**config.mk**
```make
export PLATFORM = sky130hd
export DESIGN_NAME = dec_group_steer
export DESIGN_NICKNAME = d
export VERILOG_FILES = /design/src/rtl/steer_pkg.sv /design/src/rtl/uop_classify.sv /design/src/rtl/steer_chain.sv /design/src/rtl/dec_group_steer.sv
export SDC_FILE = /design/constraint.sdc
export NUM_CORES = 1
export LEC_CHECK = 0
export ABC_CLOCK_PERIOD_IN_PS = 3600
export BUFFER_PORTS_ARGS = -buffer_cell sky130_fd_sc_hd__buf_2
export CAP_MARGIN = 15
export CORE_AREA = 10 10 47 49
export DETAILED_ROUTE_END_ITERATION = 8
export DIE_AREA = 0 0 57 59
export SLEW_MARGIN = 20
export SYNTH_ARGS = -nofsm -noshare
export SYNTH_HDL_FRONTEND = slang
export SYNTH_SLANG_ARGS = --single-unit
```
**constraint.sdc**
```tcl
create_clock -name vclk -period 3.6
set_input_delay 0.54 -clock vclk [all_inputs]
set_output_delay 0.54 -clock vclk [all_outputs]
set_load 0.05 [all_outputs]
```
**src/rtl/steer_pkg.sv**
```systemverilog
package steer_pkg;

    // Class of one window entry as seen by the steering walk
    typedef enum logic [2:0] {
        CLS_NONE   = 3'd0,
        CLS_SINGLE = 3'd1,
        CLS_FUSED  = 3'd2,
        CLS_MULTI  = 3'd3,
        CLS_LONG   = 3'd4
    } ucls_e;

endpackage

```
**src/rtl/uop_classify.sv**
```systemverilog
module uop_classify
    import steer_pkg::*;
#(
    parameter int UOP_W    = 3,
    parameter int FULL_MAX = 4
) (
    input  logic             vld_i,
    input  logic [UOP_W-1:0] uops_i,
    input  logic             fus_i,
    output ucls_e            cls_o
);

    always_comb begin
        if (!vld_i) begin
            cls_o = CLS_NONE;
        end else if (uops_i <= UOP_W'(1)) begin
            cls_o = CLS_SINGLE;
        end else if (uops_i == UOP_W'(2) && fus_i) begin
            cls_o = CLS_FUSED;
        end else if (int'(uops_i) <= FULL_MAX) begin
            cls_o = CLS_MULTI;
        end else begin
            cls_o = CLS_LONG;
        end
    end

endmodule

```
**src/rtl/steer_chain.sv**
```systemverilog
module steer_chain
    import steer_pkg::*;
#(
    parameter int SLOTS = 3,
    parameter int CNT_W = 2
) (
    input  ucls_e              cls_i [SLOTS],
    input  logic               stall_i,
    output logic [SLOTS-1:0]   take_o,
    output logic [SLOTS-1:0]   fuse_o,
    output logic [CNT_W-1:0]   cnt_o,
    output logic               ms_o,
    output logic               hold_o
);

    logic [SLOTS-1:0] take;
    logic [SLOTS-1:0] open;
    logic             take0;
    logic             open0;
    logic             ms0;

    // Full decoder slot: any valid class, long ones close the group
    always_comb begin
        take0 = 1'b0;
        open0 = 1'b0;
        ms0   = 1'b0;
        if (!stall_i) begin
            unique case (cls_i[0])
                CLS_SINGLE, CLS_FUSED, CLS_MULTI: begin
                    take0 = 1'b1;
                    open0 = 1'b1;
                end
                CLS_LONG: begin
                    take0 = 1'b1;
                    ms0   = 1'b1;
                end
                default: begin
                    take0 = 1'b0;
                end
            endcase
        end
    end

    assign take[0] = take0;
    assign open[0] = open0;

    // Partial decoder slots: single micro-op classes only, in order
    for (genvar k = 1; k < SLOTS; k++) begin : g_part
        logic part_ok;
        always_comb begin
            unique case (cls_i[k])
                CLS_SINGLE, CLS_FUSED: part_ok = 1'b1;
                default:               part_ok = 1'b0;
            endcase
        end
        assign take[k] = open[k-1] & part_ok;
        assign open[k] = take[k];
    end

    for (genvar k = 0; k < SLOTS; k++) begin : g_fuse
        assign fuse_o[k] = take[k] & (cls_i[k] == CLS_FUSED);
    end

    always_comb begin
        hold_o = 1'b0;
        for (int k = 0; k < SLOTS; k++) begin
            if (cls_i[k] != CLS_NONE && !take[k]) hold_o = 1'b1;
        end
    end

    assign cnt_o  = CNT_W'($countones(take));
    assign take_o = take;
    assign ms_o   = ms0;

endmodule

```
**src/rtl/dec_group_steer.sv**
```systemverilog
module dec_group_steer
    import steer_pkg::*;
#(
    parameter int SLOTS    = 3,
    parameter int UOP_W    = 3,
    parameter int FULL_MAX = 4,
    localparam int CNT_W   = $clog2(SLOTS + 1)
) (
    input  logic                   clk,
    input  logic                   rst_n,
    input  logic [SLOTS-1:0]       win_vld_i,
    input  logic [SLOTS*UOP_W-1:0] win_uops_i,
    input  logic [SLOTS-1:0]       win_fus_i,
    input  logic                   stall_i,
    output logic [SLOTS-1:0]       slot_vld_o,
    output logic [SLOTS-1:0]       slot_fuse_o,
    output logic [CNT_W-1:0]       take_cnt_o,
    output logic                   ms_req_o,
    output logic                   hold_o
);

    ucls_e cls [SLOTS];

    for (genvar k = 0; k < SLOTS; k++) begin : g_cls
        uop_classify #(
            .UOP_W    (UOP_W),
            .FULL_MAX (FULL_MAX)
        ) u_cls (
            .vld_i  (win_vld_i[k]),
            .uops_i (win_uops_i[k*UOP_W +: UOP_W]),
            .fus_i  (win_fus_i[k]),
            .cls_o  (cls[k])
        );
    end

    steer_chain #(
        .SLOTS (SLOTS),
        .CNT_W (CNT_W)
    ) u_chain (
        .cls_i   (cls),
        .stall_i (stall_i),
        .take_o  (slot_vld_o),
        .fuse_o  (slot_fuse_o),
        .cnt_o   (take_cnt_o),
        .ms_o    (ms_req_o),
        .hold_o  (hold_o)
    );


    stall_quiet_chk: assert property (@(posedge clk) disable iff (!rst_n)
        stall_i |-> (slot_vld_o == '0 && slot_fuse_o == '0 && take_cnt_o == '0
                     && !ms_req_o && hold_o == (|win_vld_i)));


    in_order_chk: assert property (@(posedge clk) disable iff (!rst_n)
        (slot_vld_o & (slot_vld_o + 1'b1)) == '0);


    long_alone_chk: assert property (@(posedge clk) disable iff (!rst_n)
        ms_req_o |-> (slot_vld_o == SLOTS'(1) && int'(win_uops_i[UOP_W-1:0]) > FULL_MAX));


    full_slot_chk: assert property (@(posedge clk) disable iff (!rst_n)
        (!stall_i && win_vld_i[0]) |-> slot_vld_o[0]);


    fuse_sel_chk: assert property (@(posedge clk) disable iff (!rst_n)
        (slot_fuse_o & ~(slot_vld_o & win_fus_i)) == '0);

    for (genvar k = 1; k < SLOTS; k++) begin : g_part_chk

        partial_fit_chk: assert property (@(posedge clk) disable iff (!rst_n)
            slot_vld_o[k] |-> (win_uops_i[k*UOP_W +: UOP_W] <= UOP_W'(1)
                || (win_uops_i[k*UOP_W +: UOP_W] == UOP_W'(2) && win_fus_i[k])));
    end

endmodule

```
### Yosys cells after proc, flatten, opt, wreduce, memory -nomap -nowiden

Cells that the tools add are included.

| word-level totals | value |
|---|---|
| register bits after elaboration | 0 |
| output and inout bits | 10 |

| cells by class | value |
|---|---|
| add/sub/neg operators | 2 |
| $lt $le $gt $ge | 6 |
| equality and inequality tests | 11 |
| multiplexer cells | 23 |
| bitwise logic cells | 5 |
| reductions and logical operators | 16 |

Operators by type and width:

| kind | number |
|---|---|
| $mux 3 | 12 |
| $eq 3x2->1 const B | 7 |
| $mux 1 | 11 |
| $eq 3x1->1 const B | 3 |
| $le 3x1->1 const B | 3 |
| $le 3x3->1 const B | 3 |
| $reduce_bool 3->1 | 3 |
| $logic_and 1x1->1 | 6 |
| $and 1x1->1 | 5 |
| $reduce_or 2->1 | 2 |
| $reduce_or 4->1 | 1 |
| $eq 3x3->1 const B | 1 |
| $logic_not 1->1 | 3 |
| $reduce_or 3->1 | 1 |
| $add 1x1->2 | 1 |
| $add 2x1->2 | 1 |

### Depth between registers and ports, before layout

| logic depth | value |
|---|---|
| depth after elaboration | 14 |
| gate-level depth with buffers | 5 |
| mapped depth without buffers | 5 |

### By module

Synthesis repeated with hierarchy kept, for this count alone.

| unflattened totals | value |
|---|---|
| cell total of the unflattened synthesis | 50 |
| area total of the unflattened synthesis | 334.1 µm² |

By module, submodules not included:

| module | times used | cells each | area each (µm²) |
|---|---|---|---|
| steer_chain | 1 | 26 | 187.7 |
| uop_classify | 3 | 8 | 48.8 |

### Least setup slack after synthesis

OpenSTA, ideal clock, no wires.

| timing | value |
|---|---|
| kind | input to output |
| from | in stall_i |
| to | out take_cnt_o[0] |
| arrival time | 2546 ps |
| required time | 3060 ps |
| path slack | 514 ps |
| cell stages on the path | 5 |
| cells stage by stage | nand4bb_4 > a211oi_2 > inv_1 > fa_1 > inv_1 |

| between the ends | value |
|---|---|
| longest elaborated chain between the ends | 4 |

Ends and longest elaborated chain:

| what | line | source |
|---|---|---|
| start, declared | dec_group_steer.sv:14 | `input logic stall_i,` |
| $mux 1 * | steer_chain.sv:27 | `if (!stall_i) begin` |
| $and 1x1->1 * | steer_chain.sv:56 | `assign take[k] = open[k-1] & part_ok;` |
| named net slot_vld_o[1] | dec_group_steer.sv:15 | `output logic [SLOTS-1:0] slot_vld_o,` |
| $add 1x1->2 (not written as such) / $and 1x1->1 (equally long branches) | steer_chain.sv:71, steer_chain.sv:56 |  |
| $add 2x1->2 (not written as such) * | steer_chain.sv:71 | `assign cnt_o = CNT_W'($countones(take));` |
| end, declared | dec_group_steer.sv:17 | `output logic [CNT_W-1:0] take_cnt_o,` |

The timed path passes the listed nets; every way through them passes the cells marked *.

### Worst setup path after layout

| timing | value |
|---|---|
| from | in stall_i |
| to | out take_cnt_o[0] |

| between the ends | value |
|---|---|
| longest elaborated chain between the ends | 4 |

Ends and longest elaborated chain:

| what | line |
|---|---|
| $mux 1 | steer_chain.sv:27 |
| $and 1x1->1 | steer_chain.sv:56 |
| $add 1x1->2 (not written as such) / $and 1x1->1 (equally long branches) | steer_chain.sv:71, steer_chain.sv:56 |
| $add 2x1->2 (not written as such) * | steer_chain.sv:71 |

Every way passes the cells marked *; elsewhere a longest branch is shown, timed or not.

==> results.json <==
{
  "run_status": "completed",
  "vdd_ir_drop_max_mv": 0.0341,
  "hp-class": "in2out",
  "number_of_buffer_cells_added_on_primary_ports": 26,
  "post_synthesis_adder_cell_area_fraction_pct": 8.47,
  "worst-endpoint-arrival_ps": 2090,
  "synth_simple_gate_area_share_pct": 50.3,
  "setup_viol_count_final": 0,
  "detailedRoute.firstPassIterationCount": 1,
  "yosys_warnings": 0,
  "final_area_um2": 379,
  "max_freq_mhz": 381,
  "sequential_cell_total": 0,
  "sequential_cell_area_in_the_final_layout_um2": 0,
  "diodes": 0,
  "synth.cell_area_um2": 236,
  "fp.dieH_um": 59,
  "synth_seq_area_share_pct": 0,
  "cts.repair_timing.setup_buffer_count": 0,
  "final_period_minus_worst_setup_slack_ps": 2630,
  "grt_usage_pct": 4.33,
  "placement_rows": 14,
  "start_kind": "input port",
  "boundaryPins": 28,
  "netlist-cell-type-count": 19,
  "synth_compound_area_share_pct": 31.7,
  "synth-xor-area-share_pct": 0,
  "worst_slew_margin_rel_pct": 81.0,
  "power.leakage_nw": 0.198,
  "clock_tree_buffer_count_of_the_final_layout": 0,
  "synth_top_family_by_area": "simple AND/OR/NAND/NOR gates",
  "syn2layout_area_growth_pct": 60.3,
  "detail_route.wl_per_cell_um": 11.7,
  "rsz0062_at_grt": "false",
  "setup_tns_ps": 0,
  "path_max_fanout": 3,
  "post-route-period-util_pct": 73.0,
  "route.antenna.remaining_nets": 0,
  "number_of_hold_violations_in_the_final_report": 0,
  "postRouteWirelength_um": 783,
  "vias_per_cell": 4.13,
  "cellPowerDensity_mw_per_mm2": 103,
  "wire_length_of_the_first_global_routing_pass_um": 1300,
  "place_hpwl_um": 747,
  "detailedRoute.firstIterationViolations": 0,
  "count_of_unresolved_drc_violations_after_routing": 0,
  "yosys-mux-area-fraction_pct": 0,
  "cts_hold_buffers": 0,
  "grt-ovfl-total": 0,
  "timing.critical_path.required_ps": 3060,
  "num_vias": 277,
  "largest_net_degree_at_the_start_of_global_routing": 5,
  "initial_utilization_pct": 16.9,
  "finalMaxSlewViolations": 0,
  "synth.avg_cell_area_um2": 9.10,
  "antenna_found_initial": 0,
  "final_cell_count_no_fill": 67,
  "drive_above_1_share_pct": 62.7,
  "netlist_instances": 26,
  "final_core_utilization_pct": 27.1,
  "cts_repair_resize_count": 0,
  "floorplan.die.width_um": 57,
  "postPlaceCellArea_um2": 379,
  "first_global_vias": 316,
  "criticalPathCategory": "in2out",
  "fp.coreArea_mm2": 0.00140,
  "crit_path_end_kind": "output port",
  "nets": 72,
  "tightestPinTransition_ps": 285,
  "synth_fp_nets": 45,
  "gp_congestion": 0.609,
  "dp_cells": 67,
  "floorplan.die_area_mm2": 0.00336,
  "timing.max_cap.violations": 0
}
## cell usage after synthesis
master / number / area share, %
a2111oi_4: 1 / 12
a211oi_2: 1 / 5.3
a22o_1: 1 / 3.7
a31oi_1: 1 / 2.6
and2_1: 1 / 2.6
and2_2: 1 / 3.2
and4b_1: 1 / 4.2
buf_4: 1 / 3.2
fa_1: 1 / 8.5
inv_1: 4 / 6.3
nand2_1: 2 / 3.2
nand2b_1: 3 / 7.9
nand2b_4: 1 / 5.8
nand4bb_1: 1 / 4.8
nand4bb_4: 1 / 12
nor2_1: 2 / 3.2
nor4b_1: 1 / 3.7
o21a_4: 1 / 6.3
o21ai_1: 1 / 2.1
## layout make-up
| class | instances | area [µm²] |
|---|---|---|
| well taps | 16 | 20.0 |
| fillers | 163 | 1020 |
| multi-input cells | 21 | 214 |
| inverters | 4 | 15.0 |
| repair buffers | 26 | 130 |
## per-stage QoR
stage	hold WS (ps)	worst slack (ps)	power, mW
after floorplan	1270	514	0.0242
after global placement	1500	962	0.0392
after detailed placement	1500	964	0.0396
after CTS	1500	960	0.0397
after global routing	1520	869	0.0427
final	1500	974	0.0390
## final timing paths
check,start,end,slack [ps],depth (start not counted)
worst max-delay path,stall_i,take_cnt_o[0],970,7
worst min-delay path,win_fus_i[0],slot_fuse_o[0],1500,4
## cell families (layout without fill, tap and decap cells)
group / Yosys count / count (layout)
AND/OR/NAND/NOR: 14 / 14
AO/OA/AOI/OAI: 6 / 6
buffers and inverters: 5 / 30
adder cells (fa/ha/maj): 1 / 1
## power by group
| group | switching (mW) | total [mW] | internal, mW | leakage, nW |
|---|---|---|---|---|
| clock | 0 | 0 | 0 | 0 |
| sequential | 0 | 0 | 0 | 0 |
| combinational | 0.0230 | 0.0390 | 0.0160 | 0.198 |
## per-layer routing
layer | wire length (µm) | track usage, % | up-vias
met5 | 0 | 0 | -
met4 | 0 | 0 | 0
li1 | - | - | 142
met1 | 364 | 5.60 | 115
met3 | 90 | 1.50 | 0
met2 | 328 | 7.13 | 20
## worst max-delay path: stages
cell	delay (ps)
buf_2	110
nand4bb_4	250
a211oi_2	310
inv_1	100
fa_1	470
inv_1	60
buf_2	250
## cell usage in the layout (no fill, tap or decap), drive strengths merged
master / count
a2111oi: 1
a211oi: 1
a22o: 1
a31oi: 1
and2: 2
and4b: 1
buf: 26
fa: 1
inv: 4
nand2: 2
nand2b: 4
nand4bb: 2
nor2: 2
nor4b: 1
o21a: 1
o21ai: 1
(Power assumes the default switching activity.)
